[config.mk]
export PLATFORM = sky130hd
export DESIGN_NAME = i2c_cmd_seq
export DESIGN_NICKNAME = d
export VERILOG_FILES = /design/src/rtl/i2cq_pkg.sv /design/src/rtl/i2cq_fifo.sv /design/src/rtl/i2cq_seq.sv /design/src/rtl/i2c_cmd_seq.sv
export SDC_FILE = /design/constraint.sdc
export NUM_CORES = 1
export LEC_CHECK = 0
export ABC_AREA = 1
export CAP_MARGIN = 20
export CORE_MARGIN = 8
export CORE_UTILIZATION = 55
export CTS_CLUSTER_SIZE = 20
export DETAILED_ROUTE_END_ITERATION = 6
export PLACE_DENSITY = 0.76
export SKIP_CTS_REPAIR_TIMING = 1
export SLEW_MARGIN = 20
export SYNTH_ARGS = -nofsm -noshare
export SYNTH_HDL_FRONTEND = slang
export SYNTH_SLANG_ARGS = --single-unit
[constraint.sdc]
create_clock -name clk -period 2.2 [get_ports clk]
set_clock_uncertainty 0.1 [all_clocks]
set_input_delay 0.44 -clock clk [delete_from_list [all_inputs] [get_ports clk]]
set_output_delay 0.44 -clock clk [all_outputs]
set_load 0.02 [all_outputs]
[src/rtl/i2cq_pkg.sv]
package i2cq_pkg;
    localparam int BYTE_W    = 8;
    localparam int ENTRY_W   = 10;
    localparam int START_BIT = 8;
    localparam int STOP_BIT  = 9;

    typedef enum logic [2:0] {
        CMD_START  = 3'd0,
        CMD_RSTART = 3'd1,
        CMD_WRITE  = 3'd2,
        CMD_READ   = 3'd3,
        CMD_STOP   = 3'd4
    } eng_cmd_e;

    typedef enum logic [3:0] {
        ST_IDLE, ST_START, ST_ADDR, ST_HELD, ST_WDATA,
        ST_RCNT, ST_RDATA, ST_STOP, ST_ERRSTOP, ST_FLUSH
    } seq_state_e;
endpackage

[src/rtl/i2cq_fifo.sv]
module i2cq_fifo #(
    parameter int WIDTH = 8,
    parameter int DEPTH = 16,
    localparam int AW = $clog2(DEPTH),
    localparam int CW = $clog2(DEPTH + 1)
) (
    input  logic             clk,
    input  logic             rst_n,
    input  logic             push,
    input  logic [WIDTH-1:0] wdata,
    input  logic             pop,
    output logic [WIDTH-1:0] rdata,
    output logic [CW-1:0]    count,
    output logic             full,
    output logic             empty
);
    logic [WIDTH-1:0] mem [DEPTH];
    logic [AW-1:0]    wp, rp;
    logic             do_push, do_pop;

    assign full    = (count == CW'(DEPTH));
    assign empty   = (count == '0);
    assign do_push = push && !full;
    assign do_pop  = pop && !empty;
    assign rdata   = mem[rp];

    always_ff @(posedge clk) begin
        if (do_push) mem[wp] <= wdata;
    end

    always_ff @(posedge clk or negedge rst_n) begin
        if (!rst_n) begin
            wp    <= '0;
            rp    <= '0;
            count <= '0;
        end else begin
            if (do_push) wp <= (wp == AW'(DEPTH - 1)) ? '0 : wp + 1'b1;
            if (do_pop)  rp <= (rp == AW'(DEPTH - 1)) ? '0 : rp + 1'b1;
            if (do_push && !do_pop)      count <= count + 1'b1;
            else if (do_pop && !do_push) count <= count - 1'b1;
        end
    end


    no_overflow_chk: assert property (@(posedge clk) disable iff (!rst_n)
        (push && full && !pop) |=> $stable(count));

    no_underflow_chk: assert property (@(posedge clk) disable iff (!rst_n)
        (pop && empty && !push) |=> $stable(count));
endmodule

[src/rtl/i2cq_seq.sv]
module i2cq_seq
    import i2cq_pkg::*;
(
    input  logic               clk,
    input  logic               rst_n,
    input  logic [ENTRY_W-1:0] tx_entry,
    input  logic               tx_empty,
    output logic               tx_pop,
    input  logic               rx_full,
    output logic               rx_push,
    output logic [BYTE_W-1:0]  rx_data,
    output logic               eng_req,
    output eng_cmd_e           eng_cmd,
    output logic [BYTE_W-1:0]  eng_wdata,
    output logic               eng_nack,
    input  logic               eng_done,
    input  logic               eng_ack,
    input  logic [BYTE_W-1:0]  eng_rdata,
    output logic               busy,
    output logic               ev_tx_err,
    output logic               ev_bnb
);
    seq_state_e          state_q, state_d;
    logic [BYTE_W-1:0]   byte_q, byte_d, cnt_q, cnt_d;
    logic                stop_q, stop_d, busy_q, busy_d;
    logic                err_q, err_d, bnb_q, bnb_d;
    logic                has_start, has_stop;

    assign has_start = tx_entry[START_BIT];
    assign has_stop  = tx_entry[STOP_BIT];
    assign rx_data   = eng_rdata;
    assign busy      = busy_q;
    assign ev_tx_err = err_q;
    assign ev_bnb    = bnb_q;

    // Next state and datapath
    always_comb begin
        state_d = state_q;
        byte_d  = byte_q;
        stop_d  = stop_q;
        cnt_d   = cnt_q;
        busy_d  = busy_q;
        err_d   = 1'b0;
        bnb_d   = 1'b0;
        tx_pop  = 1'b0;
        rx_push = 1'b0;
        unique case (state_q)
            ST_IDLE: if (!tx_empty) begin
                tx_pop = 1'b1;                  // non-start words dropped
                if (has_start) begin
                    byte_d  = tx_entry[BYTE_W-1:0];
                    stop_d  = has_stop;
                    state_d = ST_START;
                end
            end
            ST_START: if (eng_done) begin
                busy_d  = 1'b1;
                state_d = ST_ADDR;
            end
            ST_ADDR: if (eng_done) begin
                if (!eng_ack) begin
                    err_d   = 1'b1;
                    state_d = ST_ERRSTOP;
                end else if (byte_q[0]) state_d = ST_RCNT;
                else if (stop_q)        state_d = ST_STOP;
                else                    state_d = ST_HELD;
            end
            ST_HELD: if (!tx_empty) begin
                tx_pop  = 1'b1;
                byte_d  = tx_entry[BYTE_W-1:0];
                stop_d  = has_stop;
                state_d = has_start ? ST_START : ST_WDATA;
            end
            ST_WDATA: if (eng_done) begin
                if (!eng_ack) begin
                    err_d   = 1'b1;
                    state_d = ST_ERRSTOP;
                end else state_d = stop_q ? ST_STOP : ST_HELD;
            end
            ST_RCNT: if (!tx_empty) begin
                tx_pop = 1'b1;
                cnt_d  = tx_entry[BYTE_W-1:0];
                stop_d = has_stop;
                if (tx_entry[BYTE_W-1:0] == '0) state_d = has_stop ? ST_STOP : ST_HELD;
                else                            state_d = ST_RDATA;
            end
            ST_RDATA: if (eng_done) begin
                rx_push = 1'b1;
                cnt_d   = cnt_q - 1'b1;
                if (cnt_q == BYTE_W'(1)) state_d = stop_q ? ST_STOP : ST_HELD;
            end
            ST_STOP: if (eng_done) begin
                busy_d  = 1'b0;
                bnb_d   = 1'b1;
                state_d = ST_IDLE;
            end
            ST_ERRSTOP: if (eng_done) begin
                busy_d  = 1'b0;
                bnb_d   = 1'b1;
                state_d = stop_q ? ST_IDLE : ST_FLUSH;
            end
            ST_FLUSH: begin
                if (tx_empty) state_d = ST_IDLE;
                else begin
                    tx_pop = 1'b1;
                    if (has_stop) state_d = ST_IDLE;
                end
            end
            default: state_d = ST_IDLE;
        endcase
    end

    // State register
    always_ff @(posedge clk or negedge rst_n) begin
        if (!rst_n) begin
            state_q <= ST_IDLE;
            byte_q  <= '0;
            cnt_q   <= '0;
            stop_q  <= 1'b0;
            busy_q  <= 1'b0;
            err_q   <= 1'b0;
            bnb_q   <= 1'b0;
        end else begin
            state_q <= state_d;
            byte_q  <= byte_d;
            cnt_q   <= cnt_d;
            stop_q  <= stop_d;
            busy_q  <= busy_d;
            err_q   <= err_d;
            bnb_q   <= bnb_d;
        end
    end

    // Engine outputs
    always_comb begin
        eng_req   = 1'b0;
        eng_cmd   = CMD_WRITE;
        eng_wdata = byte_q;
        eng_nack  = 1'b0;
        unique case (state_q)
            ST_START: begin
                eng_req = 1'b1;
                eng_cmd = busy_q ? CMD_RSTART : CMD_START;
            end
            ST_ADDR, ST_WDATA: eng_req = 1'b1;
            ST_RDATA: begin
                eng_req  = !rx_full;
                eng_cmd  = CMD_READ;
                eng_nack = (cnt_q == BYTE_W'(1));
            end
            ST_STOP, ST_ERRSTOP: begin
                eng_req = 1'b1;
                eng_cmd = CMD_STOP;
            end
            default: eng_req = 1'b0;
        endcase
    end


    req_hold_chk: assert property (@(posedge clk) disable iff (!rst_n)
        (eng_req && !eng_done) |=> (eng_req && $stable(eng_cmd) && $stable(eng_wdata)));

    free_idle_chk: assert property (@(posedge clk) disable iff (!rst_n)
        ev_bnb |-> !busy_q);

    busy_fall_chk: assert property (@(posedge clk) disable iff (!rst_n)
        $fell(busy_q) |-> ev_bnb);

    rx_stall_chk: assert property (@(posedge clk) disable iff (!rst_n)
        rx_push |-> !rx_full);
endmodule

[src/rtl/i2c_cmd_seq.sv]
module i2c_cmd_seq
    import i2cq_pkg::*;
#(
    parameter int DEPTH = 16,
    localparam int AW = $clog2(DEPTH),
    localparam int CW = $clog2(DEPTH + 1)
) (
    input  logic               clk,
    input  logic               rst_n,
    input  logic               cmd_wr_en,
    input  logic [ENTRY_W-1:0] cmd_wr_data,
    input  logic               rsp_rd_en,
    output logic [BYTE_W-1:0]  rsp_rd_data,
    input  logic [AW-1:0]      rx_thresh,
    output logic [AW-1:0]      tx_level,
    output logic [AW-1:0]      rx_level,
    output logic [7:0]         status,
    output logic               rx_thr_hit,
    output logic               ev_tx_err,
    output logic               ev_bus_free,
    output logic               eng_req,
    output logic [2:0]         eng_cmd,
    output logic [BYTE_W-1:0]  eng_wdata,
    output logic               eng_nack,
    input  logic               eng_done,
    input  logic               eng_ack,
    input  logic [BYTE_W-1:0]  eng_rdata
);
    logic [ENTRY_W-1:0] tx_head;
    logic [CW-1:0]      tx_cnt, rx_cnt;
    logic               tx_full, tx_empty, rx_full, rx_empty;
    logic               tx_pop, rx_push, busy;
    logic [BYTE_W-1:0]  rx_wdata;
    eng_cmd_e           cmd_w;

    i2cq_fifo #(.WIDTH(ENTRY_W), .DEPTH(DEPTH)) u_txq (
        .clk(clk), .rst_n(rst_n), .push(cmd_wr_en), .wdata(cmd_wr_data),
        .pop(tx_pop), .rdata(tx_head), .count(tx_cnt), .full(tx_full), .empty(tx_empty));

    i2cq_fifo #(.WIDTH(BYTE_W), .DEPTH(DEPTH)) u_rxq (
        .clk(clk), .rst_n(rst_n), .push(rx_push), .wdata(rx_wdata),
        .pop(rsp_rd_en), .rdata(rsp_rd_data), .count(rx_cnt), .full(rx_full), .empty(rx_empty));

    i2cq_seq u_seq (
        .clk(clk), .rst_n(rst_n), .tx_entry(tx_head), .tx_empty(tx_empty), .tx_pop(tx_pop),
        .rx_full(rx_full), .rx_push(rx_push), .rx_data(rx_wdata),
        .eng_req(eng_req), .eng_cmd(cmd_w), .eng_wdata(eng_wdata), .eng_nack(eng_nack),
        .eng_done(eng_done), .eng_ack(eng_ack), .eng_rdata(eng_rdata),
        .busy(busy), .ev_tx_err(ev_tx_err), .ev_bnb(ev_bus_free));

    assign eng_cmd    = cmd_w;
    // count minus one, zero when empty
    assign tx_level   = tx_empty ? '0 : AW'(tx_cnt - 1'b1);
    assign rx_level   = rx_empty ? '0 : AW'(rx_cnt - 1'b1);

    assign rx_thr_hit = (rx_cnt >= (CW'(rx_thresh) + 1'b1));

    assign status     = {tx_empty, rx_empty, rx_full, tx_full, 1'b0, busy, 2'b00};
endmodule

==> run metrics, run 1 <==
Tot GR Track Use=roughly 20%; Die Width=180.5 um; number of remaining DRC errors=0; root buf cell=clkbuf_16; GR Layer Usage met1=between 20% and 30%; GPL Wtd Cong=between 0.8 and 0.9; Setup Viol. Count Final=98; Synth area leader=edfxtp_1; fin nets=between 1500 and 2000; Vias=~11000; register area share after synthesis=between 60 and 70%; Max transition margin=between 50 and 60%; CP startpoint kind=flop; reg2reg path depth=13; power per cell area=between 1000 and 1500 nW/um^2; Core Area=between 20000 and 30000 um^2; CTS tree=done; top-level I/O count=between 60 and 70; Max Cap Violations=0; Remaining Overflow, GRT=0; maximum buffer depth of the clock tree=3; initial antenna violation count=0; peak supply drop=roughly 1000 uV; n_diodes=0; H-tree depth=2; chip height=roughly 180 um; status=finished, violations left; commonest non-fill, non-tap cell in the layout=edfxtp_1; Worst path top cell family by delay=flip-flops; Crit. End Element=output port; Slowest-stage cell, CP=dfrtp_2; worst reg2reg path endpoint=u_rxq.mem[11][5]; Initial Utilization=55.55%; Yosys Warn Count=0; share of the synthesized area in the top cell type=~58%; die area=32590 um^2; Avg Inst Size Synth=~11 um^2; crit path buf inv count=2; crit-path max FO=8; failing checks=setup timing; Cell Chain, Critical Path=buf_4 > o21ai_0 > o221ai_1 > nand3_1 > nand3_1 > clkbuf_2; min Tclk post-route=between 2 and 3 ns; Final WS setup=-0.5721 ns; GRT busiest layer=met2; Mapped Area=14890 um^2; Global Route met3 Usage=between 4 and 5%; Layout area overhead=29.48%; largest net degree at the start of global routing=45; Cells after Synth=roughly 1400; Fin Hold WS=0.3412 ns; type of the worst setup path=flop to output port; Sink Count=338; critical path depth in cells=6; CP Capture Point=rsp_rd_data[7]; row cnt=60; initial DRC count=1078; worst reg2reg path startpoint=u_rxq.count[0]; layout cell share with drive strength beyond 1=a little over a quarter; RSZ-0062 raised after global routing=yes; fin crit share=126.0%; crit-path max cell delay=just over 0.5 ns; Critical path origin=u_rxq.rp[0]; DR vias/cell=about 5.7; ranking of synthesized cells by area=edfxtp_1 58%, dfrtp_1 8.4%, nor2_1 6.7%; Finished Cell Area=19280 um^2; first-pass GRT wire length=between 50 and 60 mm; count of cell types in the netlist=39; max-slew violations=0; dpl cell area=approximately 17000 um^2; # fillers=about 1600; Crit path arrival time=about 2.2 ns; fmax=360.7 MHz; Setup TNS=-9.956 ns; Worst Path Required=1.66 ns; drt first pass iters=7; post-DP HPWL=approximately 22 mm; Leakage=between 7 and 8 nW; Top cell by count, worst path=nand3_1; CTS Buf Count=35; Worst Tran Pin Value=approximately 0.74 ns; Reg clk slew, reported paths=0.06 ns; Port Buf Inserts=64; most frequent cells in the layout=288 x edfxtp_1, 187 x nor2_1, 183 x nand2_1; flop-to-flop setup slack=-0.15 ns; DP Worst Slack=-0.8218 ns; Post-Route WL=approximately 38 mm; number of global-route vias before repair=between 10000 and 15000; clock latency at the later pin of the worst-skew pair=about 0.53 ns; #FFs+latches synth=roughly 340; antenna viol nets, final=0; Hold/Removal Path Class=input port to async pin; final hold violation count=0; met2 usage=between 30% and 40%; Routed wire per std cell=about 20 um
-- logic make-up (layout without fill, tap and decap cells) --
group | count (synthesis) | count (layout) | synth area share (%)
AOI/OAI and AO/OA | 210 | 210 | 8.506
xor gates and xnor gates | 25 | 25 | 1.471
adders and majority gates | 25 | 25 | 2.101
buffers and inverters | 173 | 403 | 5.413
DFF | 338 | 338 | 66.50
muxes | 12 | 12 | 0.8069
other | 1 | 3 | 0.02519
and+or+nand+nor | 571 | 571 | 15.18
-- power breakdown --
group          switching (W)  internal (W)  leakage (nW)
Combinational        0.00767       0.00564          3.68
Clock                0.00235       0.00321         0.515
Sequential          0.000514       0.00768          3.21
-- cell usage after synthesis --
cell        n
nand2_1   223
o211ai_1   10
o22a_1      1
buf_6      11
o22ai_1    11
buf_2      11
nand3_1    60
nand3_2     1
o21ai_2     1
xnor2_1     4
o21bai_1    2
o211ai_4    1
conb_1      1
nor3_1     15
a211oi_1    1
nor2_1    266
edfxtp_1  288
inv_1     103
o21ai_1    21
clkbuf_1   21
nor2_2      1
o221ai_1   12
o21ai_0   117
or2_2       2
buf_1       4
a32o_1      2
buf_4      16
a31oi_2     1
a221oi_1    2
nor3b_1     1
ha_1       25
nand4_1     2
inv_2       3
mux2i_1    12
xor2_1     21
clkinv_1    4
dfrtp_1    50
o32ai_1    20
a21oi_1     8
-- state kept, by name (all words and copies together) (netlist names) --
signal,count
u_txq.rp,4
u_txq.mem,160
u_txq.count,5
u_rxq.wp,4
u_txq.wp,4
u_seq.cnt_q,8
u_seq.stop_q,1
u_seq.busy,1
u_rxq.count,5
u_rxq.rp,4
u_seq.state_q,4
u_rxq.mem,128
u_seq.ev_tx_err,1
u_seq.ev_bnb,1
u_seq.eng_wdata,8
-- how the worst min path moves through the flow --
stage / endpoint / depth (start not counted)
3_5_place_dp: u_seq.ev_bnb / 1
6_report: u_seq.ev_bnb / 2
3_3_place_gp: u_seq.busy / 1
5_1_grt: u_seq.ev_bnb / 2
2_1_floorplan: u_rxq.count[0] / 0
4_1_cts: u_rxq.count[2] / 1
-- layout make-up --
class,count,area [um^2],share of cell area [%]
sequential,338,9902,51.37
multi-input combinational,846,5097,26.44
timing repair buffer,231,2350,12.19
clock buffer,45,923.4,4.790
inverter,110,429.2,2.226
tap,341,426.7,2.213
clock inverter,17,147.6,0.7659
-- layer usage --
metal | share of wire, % | wire length, um | vias to the layer above
met3 | 7.6 | 2878 | 86
met4 | 2.5 | 939 | 0
met5 | 0 | 0 | -
met1 | 40 | 14960 | 5323
li1 | - | - | 5062
met2 | 50 | 18900 | 520
-- metrics by stage --
| stage | utilization (%) | cells | power (W) |
|---|---|---|---|
| 6_report | 71.92 | 1928 | 0.02706 |
| 5_1_grt | 71.92 | 1928 | 0.02842 |
| 4_1_cts | 66.21 | 1887 | 0.02412 |
| 3_5_place_dp | 62.22 | 1825 | 0.01858 |
| 3_3_place_gp | 62.22 | 1825 | 0.01826 |
| 2_1_floorplan | - | 1357 | 0.01434 |
No activity file was read; power rests on OpenSTA's default activity.
==> run 2, diff against run 1 <==
--- a/config.mk
+++ b/config.mk
@@ -8,10 +8,10 @@
 export ABC_AREA = 1
 export CAP_MARGIN = 20
 export CORE_MARGIN = 8
-export CORE_UTILIZATION = 55
+export CORE_UTILIZATION = 45
 export CTS_CLUSTER_SIZE = 20
 export DETAILED_ROUTE_END_ITERATION = 6
-export PLACE_DENSITY = 0.76
+export PLACE_DENSITY = 0.77
 export SKIP_CTS_REPAIR_TIMING = 1
 export SLEW_MARGIN = 20
 export SYNTH_ARGS = -nofsm -noshare
==> run metrics, run 2 (synthesis gave the netlist of run 1 again) <==
status=finished, violations left (unchanged); failing checks=setup timing (unchanged); largest register by flop count=u_txq.mem (unchanged); Worst Tran Pin Value=0.6940 ns (was 0.7384 ns); Setup TNS=-6.084 ns (was -9.956 ns); Largest register FFs=160 (unchanged); Remaining Overflow, GRT=0 (unchanged); Vias=11222 (was 10991); peak supply drop=912.3 uV (was 997.6 uV); reg2reg path depth=17 (was 13); Top cell by count, worst path=buf_12 (was nand3_1); RSZ-0062 raised after global routing=yes (unchanged); CTS Buf Count=36 (was 35); Largest regs=u_txq.mem (160), u_rxq.mem (128) (unchanged); Cell Chain, Critical Path=buf_12 > clkinv_8 > buf_12 > buf_6 > nor2_1 > o32ai_1 > nand2_1 > nand3_2 > buf_4 (was buf_4 > o21ai_0 > o221ai_1 > nand3_1 > nand3_1 > clkbuf_2); Worst Path Required=1.66 ns (about the same); die area=39160 um^2 (was 32590 um^2); Hold/Removal Path Class=input port to async pin (unchanged); row cnt=66 (was 60); Sink Count=338 (unchanged); largest net degree at the start of global routing=51 (was 45); Die Width=197.9 um (was 180.5 um); Slowest-stage cell, CP=dfrtp_4 (was dfrtp_2); CTS tree=done (unchanged); Routed wire per std cell=19.05 um (was 19.54 um); Reg clk slew, reported paths=0.06 ns (about the same); maximum buffer depth of the clock tree=3 (unchanged); final hold violation count=0 (unchanged); DP Worst Slack=-0.8732 ns (was -0.8218 ns); Final WS setup=-0.5174 ns (was -0.5721 ns); Core Area=32540 um^2 (was 26800 um^2); drt first pass iters=7 (unchanged); CP startpoint kind=flop (unchanged); Tot GR Track Use=17.01% (was 20.44%); chip height=197.9 um (was 180.5 um); antenna viol nets, final=0 (unchanged); # fillers=2365 (was 1615); root buf cell=clkbuf_16 (unchanged); Crit path arrival time=2.18 ns (was 2.23 ns); n_diodes=0 (unchanged); number of remaining DRC errors=0 (unchanged); crit-path max cell delay=0.49 ns (was 0.51 ns); min Tclk post-route=2.717 ns (was 2.772 ns); post-DP HPWL=22.27 mm (was 22.13 mm); Leakage=7.666 nW (was 7.405 nW); crit-path max FO=6 (was 8); power per cell area=1426 nW/um^2 (was 1404 nW/um^2); first-pass GRT wire length=53.35 mm (was 54.06 mm); Max Cap Violations=0 (unchanged); Post-Route WL=39.12 mm (was 37.68 mm); fin crit share=123.5% (was 126.0%); Crit. End Element=output port (unchanged); Final Util=60.55% (was 71.92%); type of the worst setup path=flop to output port (unchanged); Worst path top cell family by delay=buffers and inverters (was flip-flops); Max transition margin=53.59% (was 50.62%); Initial Utilization=45.75% (was 55.55%); max-slew violations=0 (unchanged); top-level I/O count=68 (unchanged); GPL Wtd Cong=0.8897 (was 0.8505); Setup Viol. Count Final=46 (was 98); number of global-route vias before repair=10295 (was 10491); fmax=368.0 MHz (was 360.7 MHz); layout cell share with drive strength beyond 1=28.85% (was 26.47%); most frequent cells in the layout=288 x edfxtp_1, 201 x nor2_1, 179 x nand2_1 (was 288 x edfxtp_1, 187 x nor2_1, 183 x nand2_1); Port Buf Inserts=64 (unchanged); initial antenna violation count=0 (unchanged); critical path depth in cells=9 (was 6); crit path buf inv count=5 (was 2); initial DRC count=1165 (was 1078); commonest non-fill, non-tap cell in the layout=edfxtp_1 (unchanged); H-tree depth=2 (unchanged); Layout area overhead=32.33% (was 29.48%); clock latency at the later pin of the worst-skew pair=0.52 ns (was 0.53 ns); fin nets=1642 (was 1615); DR vias/cell=5.463 (was 5.701); Fin Hold WS=0.3521 ns (was 0.3412 ns)
[run 2: cell count changes in the layout (fill, tap and decap cells not counted), moves of 11 or more]
cell | previous run | this run
nand3_2 | 4 | 15
nor2_1 | 187 | 201
nor2_4 | 50 | 32
nand3_1 | 55 | 42
buf_4 | 104 | 140
[run 2: final timing paths]
kind                                     from            endpoint  slack [ns]
min in group clk           u_seq.eng_wdata[5]  u_seq.eng_wdata[5]        0.40
setup / recovery                  u_rxq.rp[0]      rsp_rd_data[2]       -0.52
hold reg to reg            u_seq.eng_wdata[5]  u_seq.eng_wdata[5]        0.40
max in group asynchronous               rst_n         u_rxq.rp[0]        1.37
setup reg to reg                  u_txq.rp[0]    u_seq.state_q[2]       -0.19
hold / removal                          rst_n  u_seq.eng_wdata[1]        0.35
[run 2: worst min-delay path, delay by kind of cell]
kind / cells / cell delay [ns]
buffers and inverters: 3 / 0.92
[run 2: stage by stage]
| step | cells | total power [W] | instance area (um^2) |
|---|---|---|---|
| 3_5_place_dp | 1940 | 0.01861 | 16880 |
| 6_report | 2054 | 0.02810 | 19700 |
| 2_1_floorplan | 1357 | 0.01434 | 14890 |
| 5_1_grt | 2054 | 0.02944 | 19700 |
| 3_3_place_gp | 1940 | 0.01837 | 16880 |
| 4_1_cts | 2001 | 0.02429 | 17950 |
[run 2: area by class of cell]
type / count / area (um^2) / area share, %
clock buffer: 48 / 945.9 / 4.802
clock inverter: 13 / 126.4 / 0.6415
inverter: 110 / 440.4 / 2.236
multi-input combinational: 846 / 5127 / 26.03
sequential: 338 / 9907 / 50.29
tap: 442 / 553.0 / 2.807
timing repair buffer: 257 / 2600 / 13.20
[run 2: power by group]
group	switching [W]	internal, W	total, W
sequential	0.000474	0.00769	0.00816
combinational	0.00802	0.00627	0.0143
clock	0.00239	0.00326	0.00565
[run 2: per-layer routing]
layer  share of wire (%)  wire (um)  GRT usage [%]
met1                  38      14780          21.30
met2                  51      19820          28.32
met3                 7.6       2989          3.277
met4                 3.9       1535          7.743
met5                   0          0              0
==> run 3, diff against run 2 <==
--- a/config.mk
+++ b/config.mk
@@ -9,6 +9,7 @@
 export CAP_MARGIN = 20
 export CORE_MARGIN = 8
 export CORE_UTILIZATION = 45
+export CTS_CLUSTER_DIAMETER = 150
 export CTS_CLUSTER_SIZE = 20
 export DETAILED_ROUTE_END_ITERATION = 6
 export PLACE_DENSITY = 0.77
==> run metrics, run 3 (synthesis gave the netlist of run 1 again) <==
status=finished, violations left (unchanged); failing checks=setup timing (unchanged); Crit path arrival time=2.19 ns (was 2.18 ns); Worst Path Required=1.66 ns (about the same); post-DP HPWL=22.27 mm (unchanged); top-level I/O count=68 (unchanged); initial DRC count=984 (was 1165); H-tree depth=1 (was 2); layout cell share with drive strength beyond 1=29.63% (was 28.85%); Port Buf Inserts=64 (unchanged); clock power share=14.2% (was 20.1%); Hold/Removal Path Class=input port to async pin (unchanged); sw power=0.01064 W (was 0.01089 W); drt first pass iters=5 (was 7); Max Cap Violations=0 (unchanged); fin nets=1642 (unchanged); chip height=197.9 um (unchanged); Reg power frac=30.3% (was 29.0%); GPL Wtd Cong=0.8897 (unchanged); root buf cell=clkbuf_16 (unchanged); Vias=11109 (was 11222); largest net degree at the start of global routing=51 (unchanged); min Tclk post-route=2.727 ns (was 2.717 ns); power per cell area=1378 nW/um^2 (was 1426 nW/um^2); Setup Viol. Count Final=40 (was 46); initial antenna violation count=0 (unchanged); first-pass GRT wire length=52.65 mm (was 53.35 mm); fin crit share=123.9% (was 123.5%); Crit. End Element=output port (unchanged); Routed wire per std cell=18.90 um (was 19.05 um); peak supply drop=783.4 uV (was 912.3 uV); Reg clk slew, reported paths=0.09 ns (was 0.06 ns); cell-internal power=0.01619 W (was 0.01721 W); Die Width=197.9 um (unchanged); antenna viol nets, final=0 (unchanged); RSZ-0062 raised after global routing=yes (unchanged); switch share=39.67% (was 38.75%); Final WS setup=-0.5268 ns (was -0.5174 ns); combinational fraction of design power=55.6% (was 50.9%); Max transition margin=53.61% (was 53.59%); top layer reached by signal wires=met4 (unchanged); most frequent cells in the layout=288 x edfxtp_1, 188 x nor2_1, 184 x nand2_1 (was 288 x edfxtp_1, 201 x nor2_1, 179 x nand2_1); CTS Buf Count=20 (was 36); max-slew violations=0 (unchanged); CP startpoint kind=flop (unchanged); maximum buffer depth of the clock tree=3 (unchanged); Leakage=7.525 nW (was 7.666 nW); Post-Route WL=38.65 mm (was 39.12 mm); met2 WL=19.33 mm (was 19.82 mm); number of global-route vias before repair=10045 (was 10295); Largest regs=u_txq.mem (160), u_rxq.mem (128) (unchanged); M1 WL=15.08 mm (was 14.78 mm); overall power=0.02683 W (was 0.02810 W); Initial Utilization=45.75% (unchanged); number of remaining DRC errors=0 (unchanged); Largest register FFs=160 (unchanged); die area=39160 um^2 (unchanged); n_diodes=0 (unchanged); Sink Count=338 (unchanged); DP Worst Slack=-0.8732 ns (unchanged); row cnt=66 (unchanged); Tot GR Track Use=16.75% (was 17.01%); clock latency at the later pin of the worst-skew pair=0.53 ns (was 0.52 ns); largest register by flop count=u_txq.mem (unchanged); final hold violation count=0 (unchanged); CTS tree=done (unchanged); WL met3=2.897 mm (was 2.989 mm); Core Area=32540 um^2 (unchanged); commonest non-fill, non-tap cell in the layout=edfxtp_1 (unchanged); Worst Tran Pin Value=0.6937 ns (was 0.6940 ns); crit-path max FO=6 (unchanged); DR vias/cell=5.432 (was 5.463); Remaining Overflow, GRT=0 (unchanged); Layout area overhead=30.77% (was 32.33%); fmax=366.7 MHz (was 368.0 MHz); type of the worst setup path=flop to output port (unchanged); Fin Hold WS=0.3234 ns (was 0.3521 ns)
-- run 3: area by class of cell --
cell class / instances / area [um^2]
Fill cell: 2422 / 13070
Timing Repair Buffer: 273 / 2798
Tap cell: 442 / 553.0
Multi-Input combinational cell: 846 / 5181
Inverter: 110 / 437.9
Clock buffer: 36 / 591.8
Sequential cell: 338 / 9906
-- run 3: final timing paths --
kind	start	to	slack [ns]	depth (start not counted)
worst max-delay path	u_rxq.rp[0]	rsp_rd_data[2]	-0.53	9
worst min-delay path	rst_n	u_seq.eng_wdata[7]	0.32	3
worst max register to register	u_txq.rp[0]	u_seq.state_q[2]	-0.21	14
worst min register to register	u_seq.eng_wdata[4]	u_seq.eng_wdata[4]	0.39	2
max in group asynchronous	rst_n	u_rxq.rp[0]	1.38	3
min in group clk	u_seq.eng_wdata[4]	u_seq.eng_wdata[4]	0.39	2
-- run 3: power groups by stage --
stage	clock, W	combinational, W	sequential (W)
2_1_floorplan	0	0.00615	0.00819
3_3_place_gp	0	0.0102	0.00816
3_5_place_dp	0	0.0104	0.00818
4_1_cts	0.00383	0.0105	0.00805
5_1_grt	0.00405	0.0160	0.00820
6_report	0.00380	0.0149	0.00813
-- run 3: through the flow --
stage	utilization (%)	std cells	TNS, ns	area (um^2)
6_report	59.83	2045	-7.136	19470
3_5_place_dp	51.88	1940	-80.33	16880
2_1_floorplan	-	1357	0	14890
3_3_place_gp	51.88	1940	-67.65	16880
5_1_grt	59.83	2045	-14.05	19470
4_1_cts	53.70	1976	-64.12	17470
-- run 3: routing by layer --
layer | vias to the layer above | global-route usage (%)
met3 | 95 | 2.581
met1 | 5385 | 21.41
met4 | 0 | 6.554
met2 | 516 | 28.36
li1 | 5113 | -
met5 | - | 0
-- run 3: critical path, stage by stage (launching register included) --
cell      delay (ns)
dfrtp_4         0.50
buf_6           0.15
clkinv_8        0.07
buf_12          0.13
buf_6           0.11
nor2_1          0.05
o32ai_1         0.30
nand2_1         0.13
nand3_2         0.11
buf_6           0.12
